[src/rtl/bb_pkg.sv]
// Shared definitions for the bit-band alias unit.
// Assumes a 32-bit data path; the alias stride formula depends on it.
package bb_pkg;
    localparam int DATA_W = 32;
    localparam int LANE_W = 5;

    typedef enum logic {
        ST_IDLE  = 1'b0,
        ST_WBACK = 1'b1
    } bb_state_e;
endpackage

[src/rtl/bb_decode.sv]
// Address decoder: classifies an address as alias or direct and yields the
// SRAM word index and the bit lane inside that word.
// Assumes the alias window covers the whole SRAM (2^SRAM_AW words).
module bb_decode #(
    parameter int          ADDR_W     = 32,
    parameter int          SRAM_AW    = 11,
    parameter logic [31:0] ALIAS_BASE = 32'h2200_0000
) (
    input  logic [ADDR_W-1:0]        addr,
    output logic                     is_alias,
    output logic [SRAM_AW-1:0]       word_idx,
    output logic [bb_pkg::LANE_W-1:0] lane
);
    // Window span in bytes: 4 bytes per word, 32 alias bytes per SRAM byte.
    localparam logic [ADDR_W-1:0] SPAN = ADDR_W'(1) << (SRAM_AW + 7);

    logic [ADDR_W-1:0] offs;
    logic              unused_low;

    // Offset into the alias window and window membership test.
    always_comb begin
        offs     = addr - ADDR_W'(ALIAS_BASE);
        is_alias = (addr >= ADDR_W'(ALIAS_BASE)) && (offs < SPAN);
    end

    // Word index and lane: alias takes byte=offs>>5, bit=offs[4:2].
    always_comb begin
        if (is_alias) begin
            word_idx = offs[SRAM_AW+6:7];
            lane     = {offs[6:5], offs[4:2]};
        end else begin
            word_idx = addr[SRAM_AW+1:2];
            lane     = '0;
        end
    end

    assign unused_low = ^offs[1:0];
endmodule

[src/rtl/bb_merge.sv]
// Bit lane insert/extract: replaces one bit of a word and picks one bit out.
// Purely combinational; lane must be below DATA_W.
module bb_merge #(
    parameter int DATA_W = bb_pkg::DATA_W,
    parameter int LANE_W = bb_pkg::LANE_W
) (
    input  logic [DATA_W-1:0] word_in,
    input  logic [LANE_W-1:0] lane,
    input  logic              bit_val,
    output logic [DATA_W-1:0] word_out,
    output logic              bit_out
);
    logic [DATA_W-1:0] sel_mask;

    // Build the single-bit mask and merge the new value into it.
    always_comb begin
        sel_mask = {{(DATA_W-1){1'b0}}, 1'b1} << lane;
        word_out = (word_in & ~sel_mask) | ({DATA_W{bit_val}} & sel_mask);
        bit_out  = word_in[lane];
    end
endmodule

[src/rtl/bb_ctrl.sv]
// Sequencer: holds the per-access context across the SRAM latency and runs
// the one-cycle write-back state of an alias read-modify-write.
// Assumes the SRAM returns read data exactly one cycle after the read.
module bb_ctrl #(
    parameter int SRAM_AW = 11
) (
    input  logic                      clk,
    input  logic                      rst_n,
    input  logic                      accept,
    input  logic                      we,
    input  logic                      is_alias,
    input  logic [SRAM_AW-1:0]        word_idx,
    input  logic [bb_pkg::LANE_W-1:0] lane,
    input  logic                      new_bit,
    output logic                      ready,
    output logic                      wback,
    output logic                      rd_pend,
    output logic                      rd_alias,
    output logic [SRAM_AW-1:0]        hold_word,
    output logic [bb_pkg::LANE_W-1:0] hold_lane,
    output logic                      hold_bit
);
    import bb_pkg::*;

    bb_state_e state;

    // State: an accepted alias write spends one cycle in write-back.
    always_ff @(posedge clk) begin
        if (!rst_n) begin
            state <= ST_IDLE;
        end else if (state == ST_WBACK) begin
            state <= ST_IDLE;
        end else if (accept && we && is_alias) begin
            state <= ST_WBACK;
        end
    end

    // Pending-read flags for the response one cycle after acceptance.
    always_ff @(posedge clk) begin
        if (!rst_n) begin
            rd_pend  <= 1'b0;
            rd_alias <= 1'b0;
        end else begin
            rd_pend  <= accept && !we;
            rd_alias <= accept && !we && is_alias;
        end
    end

    // Access context captured on acceptance.
    always_ff @(posedge clk) begin
        if (!rst_n) begin
            hold_word <= '0;
            hold_lane <= '0;
            hold_bit  <= 1'b0;
        end else if (accept) begin
            hold_word <= word_idx;
            hold_lane <= lane;
            hold_bit  <= new_bit;
        end
    end

    assign ready = (state == ST_IDLE);
    assign wback = (state == ST_WBACK);
endmodule

[src/rtl/bitband_unit.sv]
// Bit-band alias access unit top: decodes master accesses, forwards direct
// ones to the SRAM and turns alias ones into single-bit reads or atomic
// read-modify-writes. Assumes a single-port SRAM with one-cycle read latency.
module bitband_unit #(
    parameter int          SRAM_AW    = 11,
    parameter logic [31:0] ALIAS_BASE = 32'h2200_0000
) (
    input  logic               clk,
    input  logic               rst_n,
    input  logic               m_req,
    input  logic               m_we,
    input  logic [31:0]        m_addr,
    input  logic [31:0]        m_wdata,
    output logic               m_ready,
    output logic               m_rvalid,
    output logic [31:0]        m_rdata,
    output logic               sram_en,
    output logic               sram_we,
    output logic [SRAM_AW-1:0] sram_addr,
    output logic [31:0]        sram_wdata,
    input  logic [31:0]        sram_rdata
);
    import bb_pkg::*;

    logic               dec_alias;
    logic [SRAM_AW-1:0] dec_word;
    logic [LANE_W-1:0]  dec_lane;
    logic               accept;
    logic               wback;
    logic               rd_alias;
    logic [SRAM_AW-1:0] hold_word;
    logic [LANE_W-1:0]  hold_lane;
    logic               hold_bit;
    logic [DATA_W-1:0]  merged;
    logic               picked;

    bb_decode #(
        .ADDR_W    (32),
        .SRAM_AW   (SRAM_AW),
        .ALIAS_BASE(ALIAS_BASE)
    ) u_decode (
        .addr    (m_addr),
        .is_alias(dec_alias),
        .word_idx(dec_word),
        .lane    (dec_lane)
    );

    bb_ctrl #(
        .SRAM_AW(SRAM_AW)
    ) u_ctrl (
        .clk      (clk),
        .rst_n    (rst_n),
        .accept   (accept),
        .we       (m_we),
        .is_alias (dec_alias),
        .word_idx (dec_word),
        .lane     (dec_lane),
        .new_bit  (m_wdata[0]),
        .ready    (m_ready),
        .wback    (wback),
        .rd_pend  (m_rvalid),
        .rd_alias (rd_alias),
        .hold_word(hold_word),
        .hold_lane(hold_lane),
        .hold_bit (hold_bit)
    );

    bb_merge #(
        .DATA_W(DATA_W),
        .LANE_W(LANE_W)
    ) u_merge (
        .word_in (sram_rdata),
        .lane    (hold_lane),
        .bit_val (hold_bit),
        .word_out(merged),
        .bit_out (picked)
    );

    assign accept = m_req && m_ready;

    // SRAM port: write-back has priority, else the master request drives it.
    always_comb begin
        if (wback) begin
            sram_en    = 1'b1;
            sram_we    = 1'b1;
            sram_addr  = hold_word;
            sram_wdata = merged;
        end else begin
            sram_en    = m_req;
            sram_we    = m_we && !dec_alias;
            sram_addr  = dec_word;
            sram_wdata = m_wdata;
        end
    end

    // Read response: alias reads return the single bit in position 0.
    always_comb begin
        if (rd_alias) begin
            m_rdata = {{(DATA_W-1){1'b0}}, picked};
        end else begin
            m_rdata = sram_rdata;
        end
    end
endmodule

[config.mk]
export PLATFORM = sky130hd
export DESIGN_NAME = bitband_unit
export DESIGN_NICKNAME = d
export VERILOG_FILES = /design/src/rtl/bb_pkg.sv /design/src/rtl/bb_decode.sv /design/src/rtl/bb_merge.sv /design/src/rtl/bb_ctrl.sv /design/src/rtl/bitband_unit.sv
export SDC_FILE = /design/constraint.sdc
export NUM_CORES = 1
export LEC_CHECK = 0
export BUFFER_PORTS_ARGS = -buffer_cell sky130_fd_sc_hd__buf_2
export CAP_MARGIN = 5
export CORE_ASPECT_RATIO = 2
export CORE_MARGIN = 2
export CORE_UTILIZATION = 42
export DETAILED_ROUTE_END_ITERATION = 8
export GPL_ROUTABILITY_DRIVEN = 0
export HOLD_SLACK_MARGIN = 0.12
export PLACE_DENSITY = 0.82
export SYNTH_ARGS = -nofsm -noshare
export SYNTH_HDL_FRONTEND = slang
export SYNTH_SLANG_ARGS = --single-unit
[constraint.sdc]
create_clock -name clk -period 2.07 [get_ports clk]
set_input_delay 0.1035 -clock clk [delete_from_list [all_inputs] [get_ports clk]]
set_output_delay 0.1035 -clock clk [all_outputs]
set_load 0.05 [all_outputs]
# Word-level counts from Yosys, hierarchy flattened
# Index checks and enable logic that the tools add are counted.
[op_classes] mux=10 reduce_logical=10 n_bitwise=6 order_cmp=3 n_addsub=1 shifts=1
[op_table] op="$and A32 B32 Y32" count=2
[op_table] op="$mux W32" count=2
[op_table] op="$ge A32 B30 Y1 const B" count=1
[op_table] op="$lt A32 B19 Y1 const B" count=1
[op_table] op="$not A32 Y32" count=1
[op_table] op="$or A32 B32 Y32" count=1
[op_table] op="$shl A1 B5 Y32 const A" count=1
[op_table] op="$sub A32 B30 Y32 const B" count=1
[op_table] op="$mux W11" count=2
[op_table] op="$logic_and A1 B1 Y1" count=7
[op_table] op="$lt A5 B6 Y1 const B" count=1
[op_table] op="$bmux W1 S5" count=1
[op_table] op="$mux W5" count=1
[op_table] op="$mux W1" count=4
[op_table] op="$logic_not A1 Y1" count=2
[op_table] op="$not A1 Y1" count=2
[op_table] op="$reduce_or A2 Y1" count=1
[word_totals] word_cells=37 out_inout_bits=79 regBits=20

# Logic depth before layout (Yosys ltp)
# Gate-level depths: netlist of the first run.
[logic_depth] word_depth=6 mapped_depth=8

# By module
# From an unflattened synthesis of the first run, not the netlist that was laid out.
[unflattened] cells_unflattened=292 hier_area_um2=2980.4
[modules_own_cells] mod="bitband_unit" cells_per_inst=87 area_per_inst_um2=973.4 seq_area_each_um2=0.0 n_inst=1
[modules_own_cells] mod="bb_merge" cells_per_inst=109 area_per_inst_um2=924.6 seq_area_each_um2=0.0 n_inst=1
[modules_own_cells] mod="bb_ctrl" cells_per_inst=63 area_per_inst_um2=750.7 seq_area_each_um2=400.4 n_inst=1
[modules_own_cells] mod="bb_decode" cells_per_inst=33 area_per_inst_um2=331.6 seq_area_each_um2=0.0 n_inst=1

# Least setup slack after synthesis of the first run
# Ideal clock, no wire load.
[synth_timing] kind="input to output" startpoint="input m_addr[25]" endpoint="output sram_addr[5]" arrival_ps=2154 required_ps=1966 path_slack_ps=-188 stages=8 path_cell_list="inv_1 -> ha_1 -> nor4bb_1 -> and4_1 -> buf_4 -> buf_4 -> nand3_1 -> a31oi_1"
[synth_via] elab_chain_len=5 elab_cells_between_ends=6 classes_between="1 x add/sub; 2 x order compare; 2 x mux; 1 x reduce/logical"
[synth_lines] item="start, declared" line_no="bitband_unit.sv:12" source="input logic [31:0] m_addr,"
[synth_lines] item="$sub A32 B30 Y32" line_no="bb_decode.sv:22" source="offs = addr - ADDR_W'(ALIAS_BASE);"
[synth_lines] item="$lt A32 B19 Y1" line_no="bb_decode.sv:23" source="is_alias = (addr >= ADDR_W'(ALIAS_BASE)) && (offs < SPAN);"
[synth_lines] item="$logic_and A1 B1 Y1 *" line_no="bb_decode.sv:23"
[synth_lines] item="$mux W11 *" line_no="bb_decode.sv:28" source="if (is_alias) begin"
[synth_lines] item="$mux W11 *" line_no="bitband_unit.sv:83" source="if (wback) begin"
[synth_lines] item="end, declared" line_no="bitband_unit.sv:19" source="output logic [SRAM_AW-1:0] sram_addr,"
# Every way passes the cells marked *; elsewhere a longest branch is shown, timed or not.

# Worst setup path in the final report of the first run
[layout_timing] startpoint="register u_ctrl.hold_lane[0] (netlist name)" endpoint="output m_rdata[0]"
[layout_via] elab_chain_len=3
[layout_lines] item="start, declared" line_no="bb_ctrl.sv:20" source="output logic [bb_pkg::LANE_W-1:0] hold_lane,"
[layout_lines] item="start signal, assigned" line_no="bb_ctrl.sv:57" source="hold_lane <= lane;"
[layout_lines] item="$bmux W1 S5" line_no="bb_merge.sv:19" source="bit_out = word_in[lane];"
[layout_lines] item="$mux W1 (implied by the code)" line_no="bb_merge.sv:19"
[layout_lines] item="$mux W32" line_no="bitband_unit.sv:98" source="if (rd_alias) begin"
[layout_lines] item="end, declared" line_no="bitband_unit.sv:16" source="output logic [31:0] m_rdata,"
# No other way between the ends. The select of a mux whose other input is x is not followed.

==> results list, run 1 <==
* Fraction of synthesized cell area taken by the top area cell type: 0.1613
- Type of destination of the critical path: output pin
* Total negative slack: -59.84 ps
- Area leader, netlist: dfxtp_1
* Final period demand of the worst path: 2130 ps
- Hold WS: 138.3 ps
- The largest single stage delay on the critical path is 500 ps.
* Slew at the pin with the worst max-slew slack: 596.3 ps
- Data arrival time at the worst-slack endpoint: 2030 ps
- The count of endpoints failing hold in the final timing report was 0.
- Total wirelength of the detailed-routed design: 9307 um
* Count of clock tree sinks: 20
* First-pass GRT wire length: 14120 um
- No sink is reached through more buffers than the 2 on the longest clock path.
- Dividing the synthesized area by the synthesized cell count gives 6.857 um^2.
- Unrepaired setup endpoints after global routing: true
* Power share of the clock group: 0.327
* Post-synthesis async set-or-reset flop share: 0
- Share of post-route cells with drive strength above 1: 0.4640
- Cell breakdown of the critical path: buf_6 -> mux4_2 -> mux2i_2 -> nor3_2 -> o32a_1 -> buf_6
* Number of global-route vias before repair: 3172
* Layout-stage area growth over the synthesis result: 57.56%
* Share of total power in combinational logic: 0.423
* Htree depth: 1
* Most frequent cells in the layout: buf_2, nor2_1, mux2i_1
- The finished cells cover 3911 um^2.
* Run status: complete, but fails checks
* Largest net degree at the start of global routing: 49
* Commonest non-fill, non-tap cell in the layout: buf_2
- Post-DP HPWL: 7063 um
* Vias per Instance: 5.794
- The die covers 6578 um^2.
* Net count after synthesis: 463
- Class of the tightest hold or removal check: in2reg
* CP most frequent cell: buf_6
- Number of warnings printed during yosys synthesis: 0
* Post-detailed-route count of antenna-violating nets: 0
- Summed over all nets, the switching power comes to 0.0006262 W.
- Placed Instance Area: 3618 um^2
* Setup slack after layout: -59.84 ps
- Worst-skew pair later-pin latency: 250 ps
* Synth Instances: 362
- The repair_antennas step left the layout with diodes totalling 0.
* Largest delay share family, worst path: multiplexers
* Number of antenna violations at the first check in global routing: 0
* Final routed wire length divided by cell count: 15.46 um
- I/O pin total: 179
- The count of pins over their slew limit is 0.
- Net count reported at finish: 643
- Part of the Yosys area used for sequential elements: 0.1613
* Initial drt markers: 161
* Buffers on Ports: 176
- CTS root buffer: clkbuf_16
* Buf/Inv on CP: 2
- Tot Pwr: 0.001634 W
- TritonCTS built the clock tree.
- Number of enable flip-flop cells after synthesis: 0
- CP Launch Type: flip-flop
- Cts bufs inserted: 3
- For this run, the total global-route usage over all layers was measured as 0.2653.
- The total overflow left after global routing is 0.
- Violated checks: setup timing
- The core region is 5709 um^2.
* DIE HEIGHT: 112.7 um
- Cell row count: 39
- After clock tree synthesis, the clock-pin slew on the worst setup and hold paths is 60 ps.
* Master of the slowest instance on the critical path: mux4_2
- Netlist area before placement: 2482 um^2
* Worst clock skew on the final layout: 2.036 ps
- Synth Register Bits: 20
* Critical-path maximum fanout: 4
- Die Span X: 58.36 um
- Required time of the worst setup path: 1970 ps
* Maximum VDD drop: 0.5553 mV
- Ys flop type: dfxtp_1
* DRC violations left: 0
- P_leak: 1.854 nW
- Final setup vio count: 1
* Top achievable clock speed: 0.4695 GHz
* Number of optimization iterations in the first detailed-route pass: 5
- Part of the cycle the worst path needs: 1.029
- Measured against its own limit, the worst slew margin works out to 0.5996.
* Total vias in the final route: 3488
* Switching portion of total power: 0.3832
- Portion of total power attributed to sequential cells: 0.249
* Power per cell area: 417.7 nW/um^2
* Initial core utilization: 0.4348
- Cells taking the most area after synthesis: dfxtp_1, mux2i_1, nor2_1
- Critical path start-end classification: reg2out
- Cell-internal power: 0.001008 W
- Across the run, the number of max-cap violations was 0.
- In this run, distinct cell masters in the synthesized netlist total 39.
routing by layer:
metal	GRT usage	up-vias	share of wire
met5	0	-	0
met3	0.02971	38	0.066
met2	0.5034	186	0.54
li1	-	1658	-
met1	0.2660	1606	0.34
met4	0.1395	0	0.047
logic make-up after synthesis:
kind of cell / synth area share
multiplexers: 0.2107
adder cells (fa/ha/maj): 0.005040
flip-flops: 0.1613
AO/OA/AOI/OAI: 0.2092
AND/OR/NAND/NOR: 0.3307
XOR/XNOR: 0.01059
buffers and inverters: 0.07258
sequential cells by signal, summed over array words and instances, names as in the netlist:
signal and cells:
u_ctrl.hold_lane 5, u_ctrl.wback 1, u_ctrl.hold_bit 1, u_ctrl.hold_word 11, u_ctrl.rd_pend 1, u_ctrl.rd_alias 1
synthesized netlist by cell type, drive strengths merged (6+ instances only):
cell    number
nor2        58
mux2i       35
nor2b       34
a21oi       32
clkbuf      26
o21ai       25
a31oi       22
nand2       21
dfxtp       20
nand3       17
buf          9
nor3         8
nand4        7
a21boi       6
mux4         6
path summary, 6_finish.rpt:
check / slack, ps / cells after the start / from / endpoint
max: -60 / 6 / u_ctrl.hold_lane[0] / m_rdata[0]
min: 140 / 3 / m_addr[5] / u_ctrl.hold_lane[3]
min reg2reg: 470 / 2 / u_ctrl.hold_bit / u_ctrl.hold_bit
max reg2reg: 590 / 5 / u_ctrl.wback / u_ctrl.hold_lane[0]
power by group through the flow:
stage,clock [W],sequential (W),combinational (W)
2_1_floorplan,0,0.000418,0.000448
3_3_place_gp,0,0.000416,0.000672
3_5_place_dp,0,0.000417,0.000679
4_1_cts,0.000550,0.000407,0.000687
5_1_grt,0.000561,0.000409,0.000731
6_report,0.000535,0.000408,0.000691
per-stage QoR:
step / setup slack, ps / util / std cells
3_3_place_gp: 114.9 / 0.6338 / 587
5_1_grt: -92.63 / 0.6851 / 602
3_5_place_dp: 37.00 / 0.6338 / 587
4_1_cts: -34.49 / 0.6686 / 599
2_1_floorplan: 12.47 / - / 362
6_report: -59.84 / 0.6851 / 602
worst min-delay path, cell delays in order:
cell,delay (ps)
buf_2,110
nand4_1,70
a21boi_0,70
timing repair:
item / in CTS / in global routing
hold endpoints to repair: 3 / 0
setup endpoints to repair: 4 / 24
hold buffers: 2 / 0
pin swaps: 1 / 1
resized for setup: 9 / 18
buffers inserted: 5 / 2
gates cloned: 1 / 1
area by class of cell:
type | instances | area, um^2
tap | 61 | 76.32
clock buffer | 3 | 75.07
sequential | 20 | 409.1
inverter | 5 | 18.77
clock inverter | 1 | 30.03
timing repair buffer | 210 | 1255
multi-input combinational | 302 | 2047
fill | 476 | 1798
No activity file was read; power rests on OpenSTA's default activity.
==> inputs of run 2 (changes only) <==
MAX_ROUTING_LAYER = met4   (was not set)
RECOVER_POWER = 100   (was not set)
==> results list, run 2 (synthesized netlist as in run 1, its figures left out) <==
- Run status: complete, but fails checks
- Violated checks: setup timing
- Tot Pwr: 0.001622 W (-0.72%)
- The pin slew with the least headroom to its limit was 912.5 ps (+316.2 ps).
* Cell depth of the worst min-delay path: 3 (unchanged)
* Congestion Overflow GR: 0 (unchanged)
- Net count reported at finish: 643 (unchanged)
* Final routed wire length divided by cell count: 15.51 um (+0.33%)
- The internal power component was 0.0009948 W (-1.3%).
- Post-DP HPWL: 7063 um (unchanged)
- Normalized max-slew margin: 0.3916 (-0.2080)
- Count of clock tree sinks: 20 (unchanged)
* Final hold violations: 0 (unchanged)
- The library cells used most frequently in the layout, excluding fill and tap cells, are buf_2, nor2_1, mux2i_1.
- Capture endpoint of the worst hold path: u_ctrl.hold_lane[3]
* Cell row count: 39 (unchanged)
* Commonest non-fill, non-tap cell in the layout: buf_2
* Initial core utilization: 0.4348 (unchanged)
- DIE HEIGHT: 112.7 um (unchanged)
- The deepest clock path buffer count was 2 (unchanged).
- The setup slack of the critical path after layout was -58.39 ps (+1.457 ps).
- The pin count of the biggest net entering global routing is 49 (unchanged).
* Number of optimization iterations in the first detailed-route pass: 4 (-1)
* Total vias in the final route: 3472 (-0.46%)
- The clock-pin slew on the worst setup and hold paths was 60 ps (about the same).
- The worst reg-to-reg path cell count is 5 (unchanged).
- The number of flip-flops under the largest register name is 11 (unchanged).
- The critical path in this run is classified as reg2out.
- The worst hold path belongs to the class in2reg.
- The cell leakage power was 1.762 nW (-5.0%).
* Final setup vio count: 1 (unchanged)
* Switching portion of total power: 0.3867 (+0.003437)
- Number of global-route vias before repair: 3170 (-0.063%)
- The peak ir drop on the vdd network is 0.5559 mV (+0.11%).
- The final critical-path required period is 2128 ps (-1.457 ps).
- Counting flops per register, the top entry is u_ctrl.hold_word.
- Worst clock skew on the final layout: 2.154 ps (+0.1174 ps)
- Beginning of the critical path: u_ctrl.hold_lane[0]
* Startpoint of the lowest-slack register-to-register path: u_ctrl.wback
- The part of the cycle the worst path needs was 1.028 (about the same).
* CTS root buffer: clkbuf_16
- The largest fanout on the critical path was 4 (unchanged).
- The share of power burned in the clock network was 0.330 (+0.003).
* DRC violations left: 0 (unchanged)
* Portion of total power attributed to sequential cells: 0.251 (+0.002)
- GR Util All Layers: 0.2727 (+0.007416)
* Number of slew-limit violations in the final report: 0 (unchanged)
- The number of buffer cells added on primary ports was 176 (unchanged).
- The combinational group share of total power was 0.419 (-0.004).
* TritonCTS clock tree: built
* Switching power: 0.0006272 W (+0.17%)
- The sum of negative setup slack came to -58.39 ps (+1.457 ps).
* Htree depth: 1 (unchanged)
* Worst-skew pair later-pin latency: 250 ps (about the same)
- Unrepaired setup endpoints after global routing: true
- End of the worst register-to-register path: u_ctrl.hold_lane[0]
* Die Span X: 58.36 um (unchanged)
* Vias per Instance: 5.767 (-0.46%)
- The startpoint identified for the worst hold timing path is m_addr[5].
- The number of antenna violations at the first check in global routing came to 0 (unchanged).
* Post-detailed-route count of antenna-violating nets: 0 (unchanged)
- The required arrival time at the worst endpoint came to 1970 ps (about the same).
- The number of primary I/O pins is 179 (unchanged).
- The share of final-layout standard cells stronger than drive strength 1 was 0.4030 (-0.06100).
* Die area: 6578 um^2 (unchanged)
* Antenna diode count: 0 (unchanged)
- The violation count after the first detailed-routing iteration is 176 (+9.3%).
* Cts bufs inserted: 3 (unchanged)
- CP Launch Type: flip-flop
- Top achievable clock speed: 0.4698 GHz (about the same)
- Total wirelength of the detailed-routed design: 9338 um (+0.33%)
* Slack of the worst reg-to-reg path: 230 ps (-360 ps)
- The power per unit of standard cell area is 422.0 nW/um^2 (+1.0%).
- The number of max-capacitance violations reported was 0 (unchanged).
- Final Util: 0.6732 (-0.01184)
- The first-pass GRT wire length was 14130 um (about the same).
* Type of destination of the critical path: output pin
- The core area came to 5709 um^2 (unchanged).
- The arrival time of data at the critical path endpoint was 2020 ps (about the same).
- Hold WS: 137.5 ps (-0.7330 ps)
- Layout-stage area growth over the synthesis result: 54.84%
- Biggest regs: u_ctrl.hold_word (11), u_ctrl.hold_lane (5)
## run 2: cell count changes in the layout (fill, tap and decap cells not counted)
cell | before | now
buf_12 | 6 | 4
clkbuf_4 | 1 | 2
clkbuf_2 | 0 | 13
nor4bb_1 | 0 | 1
clkbuf_1 | 0 | 32
nor4bb_2 | 1 | 0
buf_2 | 172 | 128
buf_4 | 25 | 24
clkbuf_8 | 0 | 1
## run 2: metrics by stage
step	instances	setup WS, ps	area, um^2
2_1_floorplan	362	12.47	2566
3_3_place_gp	587	114.9	3618
3_5_place_dp	587	37.00	3618
4_1_cts	599	-34.49	3817
5_1_grt	602	-92.64	3844
6_report	602	-58.39	3844
## run 2: repair_timing
action                                 in CTS  in global routing
gates resized for setup                     9                 18
setup endpoints to repair                   4                 24
setup buffers                               5                  2
cloned                                      1                  1
pin swaps                                   1                  1
endpoints found under the hold margin       3                  0
hold buffers                                2                  0
## run 2: critical path, stage by stage, from the launching register on
cell and delay, ps:
dfxtp_4 370, buf_6 110, mux4_2 500, mux2i_2 240
nor3_2 60, o32a_1 320, buf_6 170
## run 2: worst max-delay path by stage
stage	to	slack [ps]
after global placement	m_rdata[0]	110
after floorplan	sram_wdata[0]	10
after CTS	m_rdata[0]	-30
final	m_rdata[0]	-60
after detailed placement	sram_addr[2]	40
after global routing	m_rdata[0]	-90
## run 2: power groups by stage
stage               Combinational [W]  Sequential [W]  Clock [W]
floorplan                    0.000448        0.000418          0
finish                       0.000680        0.000408   0.000535
CTS                          0.000687        0.000407   0.000550
global placement             0.000672        0.000416          0
detailed placement           0.000679        0.000417          0
global route                 0.000719        0.000409   0.000561
## run 2: layout make-up
| type | instances | area [um^2] |
|---|---|---|
| multi-input cells | 302 | 2041 |
| fillers | 503 | 1866 |
| repair buffers | 210 | 1194 |
| flip-flops and latches | 20 | 409.1 |
| well taps | 61 | 76.32 |
| clock buffers | 3 | 75.07 |
| clock inverters | 1 | 30.03 |
| inverters | 5 | 18.77 |
## run 2: per-layer routing
| layer | vias up | track usage | part of all wire |
|---|---|---|---|
| met2 | 191 | 0.5041 | 0.54 |
| li1 | 1660 | - | - |
| met1 | 1587 | 0.2689 | 0.35 |
| met3 | 34 | 0.02400 | 0.066 |
| met5 | - | - | 0 |
| met4 | 0 | 0.1395 | 0.044 |
==> inputs of run 3 (changes only) <==
CORE_UTILIZATION = 44   (was 42)
PLACE_DENSITY = 0.81   (was 0.82)
SYNTH_HIERARCHICAL = 1   (was not set)
==> results list, run 3 <==
* Run status: complete, but fails checks
- Violated checks: setup timing
- Initial core utilization: 0.4537 (+0.01891)
- Layout-stage area growth over the synthesis result: 49.33%
- The required arrival time at the worst endpoint came to 1970 ps (about the same).
- The number of max-capacitance violations reported is 0 (unchanged).
* Hold path start: m_wdata[0]
- TritonCTS clock tree: built
- The fraction of the mapped netlist area in simple logic gates is 0.2565 (-0.07414).
- Critical-path maximum fanout: 11 (+7)
- The net count of the finished layout came to 582 (-9.5%).
- The pin count of the biggest net entering global routing came to 34 (-31%).
- The worst setup path is launched from a flip-flop.
- Number of flip-flops under the largest register name: 11 (unchanged)
- The overflow left after global routing is 0 (unchanged).
- The H-tree depth was 1 (unchanged).
- Die area: 7488 um^2 (+14%)
* DIE HEIGHT: 120.4 um (+6.8%)
* Netlist area before placement: 2980 um^2 (+20%)
- Buf/Inv on CP: 2 (unchanged)
- Final setup vio count: 14 (+13)
- u_ctrl/hold_word holds more flip-flops than any other register.
- By area the synthesized netlist is led by mux2_4, dfxtp_1, mux2_2.
* Slack of the worst reg-to-reg path: 520 ps (+290 ps)
- Maximum VDD drop: 0.3360 mV (-40%)
* Data arrival time at the worst-slack endpoint: 2110 ps (+90 ps)
* Post-synthesis compound-gate area fraction: 0.01469 (-0.1945)
* Post-synthesis async set-or-reset flop share: 0 (unchanged)
- The count of warnings emitted by yosys came to 6 (+6).
* Top achievable clock speed: 0.4511 GHz (-4.0%)
* Cell breakdown of the critical path: buf_12 -> mux4_1 -> mux2i_2 -> a221oi_2 -> mux2_2 -> buf_6
- The cell family contributing the most delay on the critical path is multiplexers.
* Unrepaired setup endpoints after global routing: true
- Net count after synthesis: 393 (-15%)
- The worst reg-to-reg path cell count is 5 (unchanged).
* Ys flop type: dfxtp_1
- Combinational family with the most area after synthesis: multiplexers
- Clock-pin slew on the worst setup and hold paths: 60 ps (about the same)
- The largest registers in the layout are u_ctrl/hold_word (11), u_ctrl/hold_lane (5).
* GR Util All Layers: 0.2404 (-0.03235)
- Number of global-route vias before repair: 2999 (-5.4%)
- DRC violations left: 0 (unchanged)
* Setup slack after layout: -146.6 ps (-88.21 ps)
- The total wire length was 9710 um (+4.0%).
* Count of different cell masters after synthesis: 46 (+18%)
* Cts bufs inserted: 3 (unchanged)
* Synth Register Bits: 20 (unchanged)
- Cell row count: 42 (+7.7%)
* Part of the Yosys area used for sequential elements: 0.1343 (-0.02695)
- The worst register-to-register path begins at u_ctrl/wback.
- Count of clock tree sinks: 20 (unchanged)
- Multiplexer area fraction after synthesis: 0.5122 (+0.3015)
* Type of destination of the critical path: output pin
- The worst hold margin came to 149.6 ps (+12.04 ps).
- Most frequent cells after synthesis: mux2_4, nor2b_1, mux2_2, mux2i_1
* Final hold violations: 0 (unchanged)
- Of all cell types, the one taking the most synthesized area is mux2_4.
* Normalized max-slew margin: 0.5672 (+0.1755)
* Crit path largest cell delay: 600 ps (+100 ps)
- Power per cell area: 362.1 nW/um^2 (-14%)
* Number of slew-limit violations in the final report: 0 (unchanged)
* Class of the tightest hold or removal check: in2reg
- Die Span X: 62.20 um (+6.6%)
* Cell depth of the worst min-delay path: 3 (unchanged)
* Final period demand of the worst path: 2217 ps (+88.21 ps)
- Post-DP HPWL: 7575 um (+7.3%)
- The synthesized-area fraction occupied by xor and xnor cells came to 0.005877 (-0.004707).
- The violation count after the first detailed-routing iteration was 187 (+6.3%).
- Worst-skew pair later-pin latency: 250 ps (about the same)
- The count of TritonRoute iterations in the first routing pass was 4 (unchanged).
- The slowest stage of the critical path is the mux4_1 cell.
- The library cell used most frequently in the layout, excluding fill and tap cells, is buf_2.
* End of the worst register-to-register path: u_ctrl/wback
* Antenna diode count: 0 (unchanged)
* Part of the cycle the worst path needs: 1.071 (+0.04261)
- Number of antenna violations at the first check in global routing: 0 (unchanged)
- The via count is 3016 (-13%).
- Mean post-synth cell area: 10.21 um^2 (+49%)
* Vias per Instance: 5.310 (-7.9%)
- Most frequent cells in the layout: buf_2, mux2_4, nor2b_1
- I/O pin total: 179 (unchanged)
- Synth Instances: 292 (-19%)
- Number of enable flip-flop cells after synthesis: 0 (unchanged)
- Worst slack after detailed placement: -101.0 ps (-138.0 ps)
- Fraction of synthesized cell area taken by the top area cell type: 0.2418 (+0.08052)
- The adder-cell share of the synthesized area came to 0.004198 (-0.0008422).
- CTS root buffer: clkbuf_16
- The pin slew with the least headroom to its limit came to 652.1 ps (-260.5 ps).
- Share of post-route cells with drive strength above 1: 0.6708 (+0.2679)
- The cell leakage power was 2.043 nW (+16%).
- The count of nets left with antenna violations after detail routing came to 0 (unchanged).
- Final routed wire length divided by cell count: 17.10 um (+10%)
- Worst clock skew on the final layout: 1.992 ps (-0.1615 ps)
- The worst hold path terminates at u_ctrl/hold_bit.
* Critical path start-end classification: reg2out
* Placeable core area: 6569 um^2 (+15%)
* First-pass GRT wire length: 14340 um (+1.5%)
- The deepest clock path buffer count was 2 (unchanged).
- The number of buffer cells added on primary ports came to 176 (unchanged).
- In the post-synthesis netlist, the cell with the most instances is mux2_4.
-- run 3: changes by cell type in the layout (fill, tap and decap cells not counted), moves of 12 or more --
| cell | delta |
|---|---|
| nor2_1 | -49 |
| mux2_2 | +29 |
| clkbuf_1 | -18 |
| a21oi_1 | -28 |
| mux2_4 | +52 |
| o21ai_0 | -25 |
| and2b_1 | +12 |
| clkbuf_2 | -12 |
| mux2i_1 | -13 |
| nand3_1 | -14 |
| buf_6 | +21 |
-- run 3: how the worst max path moves through the flow --
stage                                    from      endpoint  slack, ps  cells after the start
after global placement             m_addr[25]  sram_addr[9]        -50                     10
after detailed placement           m_addr[25]  sram_addr[7]       -100                     10
after global routing      u_ctrl/hold_lane[1]    m_rdata[0]       -170                      6
final                     u_ctrl/hold_lane[1]    m_rdata[0]       -150                      6
after floorplan           u_ctrl/hold_lane[1]    m_rdata[0]        200                      5
after CTS                 u_ctrl/hold_lane[1]    m_rdata[0]       -150                      6
-- run 3: area by class of cell --
cell class,count,area [um^2]
well taps,88,110.1
fillers,491,2118
inverters,4,15.01
repair buffers,204,1344
flip-flops and latches,20,420.4
multi-input cells,248,2472
clock buffers,4,88.84
-- run 3: logic make-up (layout without fill, tap and decap cells) --
kind of cell	after synthesis	count (layout)
AO/OA/AOI/OAI	4	4
adder cells (fa/ha/maj)	1	1
buffers and inverters	24	212
XOR/XNOR	2	2
flip-flops	20	20
AND/OR/NAND/NOR	126	126
multiplexers	115	115
-- run 3: per-stage QoR --
stage | std cells | util | power (W) | area, um^2 | TNS (ps)
floorplan | 292 | - | 0.0009174 | 2980 | 0
global placement | 553 | 0.6013 | 0.001119 | 3950 | -404.9
detailed placement | 553 | 0.6013 | 0.001130 | 3950 | -866.9
CTS | 558 | 0.6322 | 0.001591 | 4153 | -185.6
global route | 568 | 0.6775 | 0.001678 | 4451 | -1270
finish | 568 | 0.6775 | 0.001611 | 4451 | -474.5
-- run 3: metal layers --
layer | wire length [um] | up-vias | GRT usage
met1 | 3147 | 1408 | 0.2179
met4 | 279 | 0 | 0.08194
met2 | 5734 | 169 | 0.5020
met5 | 0 | - | -
li1 | - | 1415 | -
met3 | 549 | 24 | 0.02419
-- run 3: timing repair --
| action | CTS | global route |
|---|---|---|
| endpoints found under the hold margin | 2 | 0 |
| buffers inserted | 0 | 9 |
| gates cloned | 0 | 1 |
| resized for setup | 37 | 84 |
| pin swaps | 3 | 12 |
| hold buffers | 1 | 0 |
| endpoints found under the setup margin | 40 | 41 |
-- run 3: power by group --
group          internal, W  switching (W)
Clock             0.000294       0.000140
Combinational     0.000311       0.000458
Sequential        0.000393      0.0000158
Total             0.000998       0.000613
-- run 3: worst min-delay path: cells and delay by family --
family,cells,cell delay [ps]
buffers and inverters,1,100
multiplexers,1,70
AND/OR/NAND/NOR,1,90
